## src/rtl/mtp_pkg.sv

```systemverilog
package mtp_pkg;

   typedef enum logic [2:0] {
      PM_ADDR   = 3'b010,
      PM_HAMMER = 3'b011,
      PM_NEIGH  = 3'b100,
      PM_WALK1  = 3'b101,
      PM_WALK0  = 3'b110,
      PM_PRBS   = 3'b111
   } pat_mode_e;

   // Codes 000 and 001 are undefined and fall back to address mode.
   function automatic pat_mode_e decode_mode(input logic [2:0] code);
      pat_mode_e m;
      case (code)
         3'b011:  m = PM_HAMMER;
         3'b100:  m = PM_NEIGH;
         3'b101:  m = PM_WALK1;
         3'b110:  m = PM_WALK0;
         3'b111:  m = PM_PRBS;
         default: m = PM_ADDR;
      endcase
      return m;
   endfunction

endpackage

```

## src/rtl/mtp_mode_latch.sv

```systemverilog
module mtp_mode_latch
   import mtp_pkg::*;
(
   input  logic       clk,
   input  logic       rst_n,
   input  logic [2:0] code_i,
   output pat_mode_e  mode_o
);

   pat_mode_e mode_q;

   // Follows the code while reset is held and freezes once reset is released.
   always_ff @(posedge clk) begin
      if (!rst_n) mode_q <= decode_mode(code_i);
   end

   assign mode_o = mode_q;

endmodule

```

## src/rtl/mtp_seq_gen.sv

```systemverilog
module mtp_seq_gen
   import mtp_pkg::*;
#(
   parameter int          DATA_W   = 16,
   parameter logic [15:0] TAPS     = 16'hB400,
   parameter logic [15:0] SEED     = 16'hACE1,
   parameter bit          USE_PRBS = 1'b1
) (
   input  logic              clk,
   input  logic              rst_n,
   input  pat_mode_e         mode,
   input  logic              adv,
   input  logic [DATA_W-1:0] addr_lo,
   output logic [DATA_W-1:0] word
);

   localparam logic [DATA_W-1:0] RING_INIT = {{(DATA_W-1){1'b0}}, 1'b1};

   logic              ham_q;
   logic [DATA_W-1:0] ring_q;
   logic [DATA_W-1:0] ring_up;
   logic [DATA_W-1:0] ring_dn;
   logic [DATA_W-1:0] prbs_word;

   assign ring_up = {ring_q[DATA_W-2:0], ring_q[DATA_W-1]};
   assign ring_dn = {ring_q[0], ring_q[DATA_W-1:1]};

   always_ff @(posedge clk) begin
      if (!rst_n) begin
         ham_q  <= 1'b0;
         ring_q <= RING_INIT;
      end else if (adv) begin
         ham_q  <= ~ham_q;
         ring_q <= ring_up;
      end
   end

   generate
      if (USE_PRBS) begin : g_prbs
         logic [DATA_W-1:0] lfsr_q;
         logic              fb;
         assign fb = ^(lfsr_q & TAPS[DATA_W-1:0]);
         always_ff @(posedge clk) begin
            if (!rst_n)   lfsr_q <= SEED[DATA_W-1:0];
            else if (adv) lfsr_q <= {lfsr_q[DATA_W-2:0], fb};
         end
         assign prbs_word = lfsr_q;
      end else begin : g_no_prbs
         // Without the pseudo-random engine, that mode falls back to address data.
         assign prbs_word = addr_lo;
      end
   endgenerate

   always_comb begin
      case (mode)
         PM_HAMMER: word = {DATA_W{ham_q}};
         PM_WALK1:  word = ring_q;
         PM_WALK0:  word = ~ring_q;
         PM_NEIGH:  word = ring_q | ring_up | ring_dn;
         PM_PRBS:   word = prbs_word;
         default:   word = addr_lo;
      endcase
   end

endmodule

```

## src/rtl/mtp_compare.sv

```systemverilog
module mtp_compare #(
   parameter int DATA_W = 16
) (
   input  logic              clk,
   input  logic              rst_n,
   input  logic              rd_valid,
   input  logic [DATA_W-1:0] rd_data,
   input  logic [DATA_W-1:0] exp_data,
   output logic              mismatch_o,
   output logic              err_o
);

   logic bad;
   logic mis_q;
   logic err_q;

   assign bad = rd_valid && (rd_data != exp_data);

   always_ff @(posedge clk) begin
      if (!rst_n) begin
         mis_q <= 1'b0;
         err_q <= 1'b0;
      end else begin
         mis_q <= bad;
         err_q <= err_q | bad;
      end
   end

   assign mismatch_o = mis_q;
   assign err_o      = err_q;

endmodule

```

## src/rtl/memtest_patgen.sv

```systemverilog
module memtest_patgen
   import mtp_pkg::*;
#(
   parameter int          DATA_W   = 16,
   parameter int          ADDR_W   = 24,
   parameter logic [15:0] TAPS     = 16'hB400,
   parameter logic [15:0] SEED     = 16'hACE1,
   parameter bit          USE_PRBS = 1'b1
) (
   input  logic              clk,
   input  logic              rst_n,
   input  logic [2:0]        mode_sel,
   input  logic              wr_valid,
   input  logic [ADDR_W-1:0] wr_addr,
   output logic [DATA_W-1:0] wr_data,
   input  logic              rd_valid,
   input  logic [ADDR_W-1:0] rd_addr,
   input  logic [DATA_W-1:0] rd_data,
   output logic              mismatch,
   output logic              err
);

   generate
      if (DATA_W < 3 || DATA_W > 16) begin : g_bad_width
         $error("DATA_W must lie in 3..16");
      end
      if (ADDR_W < DATA_W) begin : g_bad_addr
         $error("ADDR_W must be at least DATA_W");
      end
      if (USE_PRBS && SEED[DATA_W-1:0] == '0) begin : g_bad_seed
         $error("SEED must be nonzero");
      end
      if (ADDR_W > DATA_W) begin : g_hi_bits
         // Upper address bits play no part in the data.
         logic unused_hi;
         assign unused_hi = ^{wr_addr[ADDR_W-1:DATA_W], rd_addr[ADDR_W-1:DATA_W]};
      end
   endgenerate

   pat_mode_e         act_mode;
   logic [DATA_W-1:0] exp_word;

   mtp_mode_latch u_mode (
      .clk    (clk),
      .rst_n  (rst_n),
      .code_i (mode_sel),
      .mode_o (act_mode)
   );

   mtp_seq_gen #(
      .DATA_W   (DATA_W),
      .TAPS     (TAPS),
      .SEED     (SEED),
      .USE_PRBS (USE_PRBS)
   ) u_wr_gen (
      .clk     (clk),
      .rst_n   (rst_n),
      .mode    (act_mode),
      .adv     (wr_valid),
      .addr_lo (wr_addr[DATA_W-1:0]),
      .word    (wr_data)
   );

   mtp_seq_gen #(
      .DATA_W   (DATA_W),
      .TAPS     (TAPS),
      .SEED     (SEED),
      .USE_PRBS (USE_PRBS)
   ) u_rd_gen (
      .clk     (clk),
      .rst_n   (rst_n),
      .mode    (act_mode),
      .adv     (rd_valid),
      .addr_lo (rd_addr[DATA_W-1:0]),
      .word    (exp_word)
   );

   mtp_compare #(.DATA_W(DATA_W)) u_cmp (
      .clk        (clk),
      .rst_n      (rst_n),
      .rd_valid   (rd_valid),
      .rd_data    (rd_data),
      .exp_data   (exp_word),
      .mismatch_o (mismatch),
      .err_o      (err)
   );

endmodule

```

## config.mk

```make
export PLATFORM = sky130hd
export DESIGN_NAME = memtest_patgen
export DESIGN_NICKNAME = d
export VERILOG_FILES = /design/src/rtl/mtp_pkg.sv /design/src/rtl/mtp_mode_latch.sv /design/src/rtl/mtp_seq_gen.sv /design/src/rtl/mtp_compare.sv /design/src/rtl/memtest_patgen.sv
export SDC_FILE = /design/constraint.sdc
export NUM_CORES = 1
export LEC_CHECK = 0
export BUFFER_PORTS_ARGS = -buffer_cell sky130_fd_sc_hd__buf_2
export CAP_MARGIN = 15
export CELL_PAD_IN_SITES_DETAIL_PLACEMENT = 0
export CELL_PAD_IN_SITES_GLOBAL_PLACEMENT = 2
export CORE_MARGIN = 2
export CORE_UTILIZATION = 34
export CTS_BUF_LIST = sky130_fd_sc_hd__clkbuf_4 sky130_fd_sc_hd__clkbuf_8
export DETAILED_ROUTE_END_ITERATION = 8
export PLACE_DENSITY_LB_ADDON = 0.1
export SKIP_CTS_REPAIR_TIMING = 1
export SYNTH_ARGS = -nofsm -noshare
export SYNTH_HDL_FRONTEND = slang
export SYNTH_SLANG_ARGS = --single-unit
export TNS_END_PERCENT = 1
```

## constraint.sdc

```tcl
create_clock -name clk -period 2.7 [get_ports clk]
set_input_delay 0.135 -clock clk [delete_from_list [all_inputs] [get_ports clk]]
set_output_delay 0.135 -clock clk [all_outputs]
set_load 0.1 [all_outputs]
```

==> out/qor.yml, run 1 <==
initial_core_util: 0.349
die_w_um: 121
worstPathRequired_ns: 2.97
cts_sinks: 71
r2r_cells: 8
drv_slew: 0
status: "complete, no violations"
groute.layer.met3.usage: 0.0462
htreeDepth: 3
peakVddDrop_v: 0.000436
place_ws_ns: -0.126
cts_buffers: 9
drc: 0
post-route-util: 0.451
place_area_um2: 5490
grt_usage: 0.219
synth_ff_type: "dfxtp_1"
leakage_nw: 2.51
vias: 4599
clk_pin_slew_ns: 0.08
yosys.area.top_type_share: 0.295
comb_power_share: 0.370
slew-limit-headroom: 0.314
clock_path_buffers: 2
area_delta_synth_final_pct: 29.3
gr-max-usage-layer: "met1"
drt_wl_total_um: 15500
startpoint: "u_mode.mode_o[1]"
antenna_found_initial: 0
syn_area_um2: 4620
tritoncts: "built"
die_area_um2: 14500
clk_latency_ns: 0.37
postSynth.asyncResetShare: 0
synth_top_area_cell: "dfxtp_1"
drive_above_1_share: 0.242
finalHoldViolCount: 0
grt_pass1_wl_um: 24400
swShare: 0.371
drtAntennaViolNets: 0
use_met1: 0.331
final_area_um2: 5970
crit_arrival_ns: 2.91
vias_per_cell: 5.57
grt_pass1_vias: 4343
fin_setup_tns_ns: 0
period_needed_ns: 2.64
ys_seq_area_frac: 0.314
switchingPower_w: 0.00127
clkPwrFrac: 0.290
first_pass_iters: 5
yosys_warnings: 0
route.detailed.wl_per_inst_um: 18.8
port_buffers: 72
drtIter0Drc: 387
diodes: 0
skew_ns: 0.00596
syn_inst: 570
endpoint: "u_cmp.err_o"
avgSynthCellArea_um2: 8.10
routabilityCongestion: 0.895
rsz0062_at_grt: "yes"
min_path_type: "input pin to register"
synth_seq_cells: 71
hpwl_um: 11300
fmax_mhz: 379
met2_usage: 0.321
p_seq_frac: 0.340
coreArea_um2: 13200
layout.nets: 716
syn_nets: 641
p_int_w: 0.00215
cp-end-kind: "register"
synth.distinct_cells: 66
overflow: 0
hold-worst-slack_ns: 0.0415
synth_area_leaders: "dfxtp_1 29%, mux2i_1 15%, nor2_1 5.5%"
setup_ws_ns: 0.0633
critPathMaxFanout: 19
io_pins: 89
rrSetupSlack_ns: 0.06
setup_violations: 0
fin_crit_sh: 0.977
synth_edf_count: 3
r2r_start: "u_mode.mode_o[1]"
start_kind: "register"
die_h_um: 121
worstMarginPinSlew_ns: 1.03
maxCapViolCount: 0
root_buffer: "clkbuf_8"
grt_max_degree: 36
cellPowerDensity_nw_per_um2: 574
core.rowCount: 42
r2r_end: "u_cmp.err_o"
criticalPathCategory: "register to register"
-- registers in the layout, summed over array words and instances (netlist names) --
name,cells
u_cmp.err_o,1
u_cmp.mismatch_o,1
u_mode.mode_o,3
u_rd_gen.g_prbs.lfsr_q,16
u_rd_gen.ham_q,1
u_rd_gen.ring_q,16
u_wr_gen.g_prbs.lfsr_q,16
u_wr_gen.ham_q,1
u_wr_gen.ring_q,16
-- final cells by class --
| type | count | area (um^2) |
|---|---|---|
| clock buffer | 11 | 145 |
| sequential | 71 | 1450 |
| fill | 1369 | 7270 |
| clock inverter | 5 | 81.3 |
| inverter | 17 | 63.8 |
| tap | 176 | 220 |
| multi-input combinational | 434 | 3070 |
| timing repair buffer | 112 | 940 |
-- per-stage QoR --
step           power, W  instances
2_1_floorplan   0.00197        570
3_3_place_gp    0.00237        808
3_5_place_dp    0.00238        808
4_1_cts         0.00338        824
5_1_grt         0.00358        826
6_report        0.00342        826
-- per-layer routing --
layer	wire length (um)	vias up
met2	6620	114
met1	8030	2221
li1	-	2258
met5	0	-
met3	785	6
met4	98	0
-- how the worst min path moves through the flow --
| stage | slack [ns] | start | endpoint | cells past startpoint |
|---|---|---|---|---|
| 6_report | 0.04 | mode_sel[0] | u_mode.mode_o[0] | 2 |
| 2_1_floorplan | 0.28 | mode_sel[2] | u_mode.mode_o[1] | 1 |
| 4_1_cts | -0.05 | mode_sel[2] | u_mode.mode_o[2] | 1 |
| 5_1_grt | 0.03 | mode_sel[1] | u_mode.mode_o[1] | 2 |
| 3_3_place_gp | 0.34 | mode_sel[2] | u_mode.mode_o[2] | 1 |
| 3_5_place_dp | 0.35 | mode_sel[2] | u_mode.mode_o[2] | 1 |
-- synth_stat cells, types with 12 or more instances --
cell      number
nor4_1        14
buf_2         13
nor2b_1       12
inv_1         16
nor3_1        16
nand2_1       43
a21oi_1       15
clkbuf_1      27
dfxtp_1       68
o21ai_0       46
mux2i_1       69
nor2_1        68
-- power groups by stage --
stage	clock network, W	registers, W	logic (W)
floorplan	0	0.00118	0.000794
global placement	0	0.00118	0.00119
detailed placement	0	0.00118	0.00119
CTS	0.00102	0.00116	0.00120
global route	0.00106	0.00117	0.00134
finish	0.000992	0.00117	0.00127
-- placed cells by master, fill, tap and decap left out, types with 4 or more instances in the layout --
cell type,n
nand3_1,5
a221o_1,7
o211ai_1,4
nor2_1,67
nand2_1,43
inv_1,15
o22a_1,8
nand4_1,4
mux2i_1,69
a221oi_4,4
nor4_1,14
nor3b_1,4
buf_4,30
buf_6,7
clkbuf_8,10
a211oi_1,11
nor3_1,16
nor2b_1,11
buf_2,57
buf_12,17
nand2b_1,11
a21oi_1,13
o21ai_0,43
and2_1,4
a22oi_1,11
a31oi_1,5
xnor2_1,10
dfxtp_1,68
-- worst max-delay path, cell delays in order (launching register included) --
cell and delay [ns]:
edfxtp_1 0.40, buf_6 0.16, buf_12 0.15, a2111oi_4 0.43, a2111oi_1 0.12, a2111oi_1 0.35, nand4_1 0.27, o41a_1 0.48
o21a_1 0.17
-- kinds of logic (layout without fill, tap and decap cells) --
kind of cell	after synthesis	after routing	synth area share
AND/OR/NAND/NOR	193	193	0.199
AO/OA/AOI/OAI	159	159	0.248
flip-flops	71	71	0.314
multiplexers	70	70	0.154
buffers and inverters	65	145	0.0612
XOR/XNOR	12	12	0.0228
(Power assumes the default switching activity.)
==> inputs of run 2 (changes only) <==
==> constraint.sdc (replaced) <==
create_clock -name clk -period 3 [get_ports clk]
set_input_delay 0.15 -clock clk [delete_from_list [all_inputs] [get_ports clk]]
set_output_delay 0.15 -clock clk [all_outputs]
set_load 0.1 [all_outputs]
==> run 2 against run 1 <==
Die area unchanged. Global-route usage fell by 0.31 points. First-iteration DRC count is 9.8% lower. Register-to-register slack better by 0.11 ns. Routed wire length is 1.5% lower. Core utilization fell by 2.2 points. Cell area shrank 4.9%. Critical path depth increased by 1. Clock-buffer cell count unchanged. Total power decreased by 11%. Maximum frequency is 6.6% lower. Sequential power shrank 10%. Largest cell class unchanged. Largest power group unchanged. Highest routed layer unchanged.
==> out/qor.yml, run 2 (synthesis gave the netlist of run 1 again) <==
status: "complete, no violations"
grt_pass1_vias: 4243  # -2.3%
routabilityCongestion: 0.858  # -4.1%
mostFrequentLayoutCell: "mux2i_1"
diodes: 0  # unchanged
root_buffer: "clkbuf_8"
route.detailed.wl_per_inst_um: 19.0  # +1.2%
fin_crit_sh: 0.941  # -0.0352
io_pins: 89  # unchanged
initial_core_util: 0.349  # unchanged
drive_above_1_share: 0.197  # -0.0441
finalHoldViolCount: 0  # unchanged
place_area_um2: 5380  # -2.0%
fmax_mhz: 354  # -6.6%
period_needed_ns: 2.82  # +0.187 ns
tritoncts: "built"
antenna_found_initial: 0  # unchanged
first_pass_iters: 4  # -1
setup_ws_ns: 0.176  # +0.113 ns
setup_violations: 0  # unchanged
vias_per_cell: 5.63  # +1.1%
path_buf_inv: 3  # +1
min_path_type: "input pin to register"
grt_max_degree: 51  # +42%
final_area_um2: 5680  # -4.9%
cts_buffers: 9  # unchanged
overflow: 0  # unchanged
cp_slowest_cell: "o41a_1"
layout.nets: 695  # -2.9%
maxCapViolCount: 0  # unchanged
cts_sinks: 71  # unchanged
post-route-util: 0.429  # -0.0220
hpwl_um: 10900  # -3.5%
critPathMaxFanout: 34  # +15
worstMarginPinSlew_ns: 1.05  # +0.0238 ns
die_w_um: 121  # unchanged
drtAntennaViolNets: 0  # unchanged
htreeDepth: 3  # unchanged
crit_arrival_ns: 3.09  # +0.18 ns
cellPowerDensity_nw_per_um2: 534  # -6.9%
cp-end-kind: "register"
coreArea_um2: 13200  # unchanged
path_cells: "buf_12 > buf_4 > inv_2 > o2111ai_1 > o211a_1 > nor4_1 > nand4_1 > o41a_1 > o21a_1"
die_area_um2: 14500  # unchanged
place_ws_ns: 0.198  # +0.324 ns
worstPathRequired_ns: 3.27  # +0.30 ns
clock_path_buffers: 2  # unchanged
die_h_um: 121  # unchanged
rsz0062_at_grt: "no"
port_buffers: 72  # unchanged
grt_usage: 0.216  # -0.00312
peakVddDrop_v: 0.000232  # -47%
clk_pin_slew_ns: 0.08  # about the same
drc: 0  # unchanged
final_cell_mix: "69 x mux2i_1, 68 x dfxtp_1, 67 x nor2_1, 56 x buf_2, 45 x o21ai_0"
leakage_nw: 2.39  # -5.0%
area_delta_synth_final_pct: 23.0
clk_latency_ns: 0.37  # about the same
skew_ns: 0.0132  # +0.00723 ns
criticalPathCategory: "register to register"
core.rowCount: 42  # unchanged
grt_pass1_wl_um: 24100  # -1.3%
drtIter0Drc: 349  # -9.8%
nFillCells: 1388  # +1.4%
slew-limit-headroom: 0.298  # -0.0159
max_stage_delay_ns: 0.44  # -0.04 ns
start_kind: "register"
fin_cells: 804  # -2.7%
power_w: 0.00303  # -11%
vias: 4527  # -1.6%
dp.cells: 788  # -2.5%
cp_top_family: "compound AO/OA/AOI/OAI gates"
drt_wl_total_um: 15300  # -1.5%
drv_slew: 0  # unchanged
run 2: worst register-to-register path: stages (launching register included):
cell,delay [ns]
edfxtp_1,0.41
buf_12,0.19
buf_4,0.26
inv_2,0.35
o2111ai_1,0.19
o211a_1,0.16
nor4_1,0.35
nand4_1,0.23
o41a_1,0.44
o21a_1,0.17
run 2: layout make-up:
class | instances | area (um^2) | share of cell area
clock buffer | 11 | 151 | 0.0267
clock inverter | 4 | 76.3 | 0.0134
inverter | 17 | 63.8 | 0.0112
multi-input combinational | 434 | 2940 | 0.517
sequential | 71 | 1450 | 0.256
tap | 176 | 220 | 0.0388
timing repair buffer | 91 | 778 | 0.137
run 2: per-layer routing:
| metal | GRT usage | share of wire | vias to the layer above |
|---|---|---|---|
| met4 | 0.0610 | 0.011 | 0 |
| met5 | 0 | 0 | - |
| met2 | 0.314 | 0.42 | 111 |
| met3 | 0.0283 | 0.039 | 12 |
| met1 | 0.330 | 0.53 | 2199 |
| li1 | - | - | 2205 |
run 2: final timing paths:
kind                                       start                to  slack, ns  cells past startpoint
worst max-delay path            u_mode.mode_o[0]       u_cmp.err_o       0.18                      9
worst min-delay path                 mode_sel[1]  u_mode.mode_o[1]       0.06                      2
worst max register to register  u_mode.mode_o[0]       u_cmp.err_o       0.18                      9
worst min register to register       u_cmp.err_o       u_cmp.err_o       0.48                      1
run 2: power by group:
group          switching, W  total [W]  internal (W)
Sequential        0.0000547    0.00105      0.000993
Clock              0.000392   0.000904      0.000512
Combinational      0.000669    0.00108      0.000411
run 2: stage by stage:
| stage | setup TNS, ns | hold slack (ns) |
|---|---|---|
| after floorplan | -0.517 | 0.299 |
| after global placement | 0 | 0.357 |
| after detailed placement | 0 | 0.360 |
| after CTS | -0.245 | -0.0313 |
| after global routing | 0 | 0.0472 |
| final | 0 | 0.0567 |
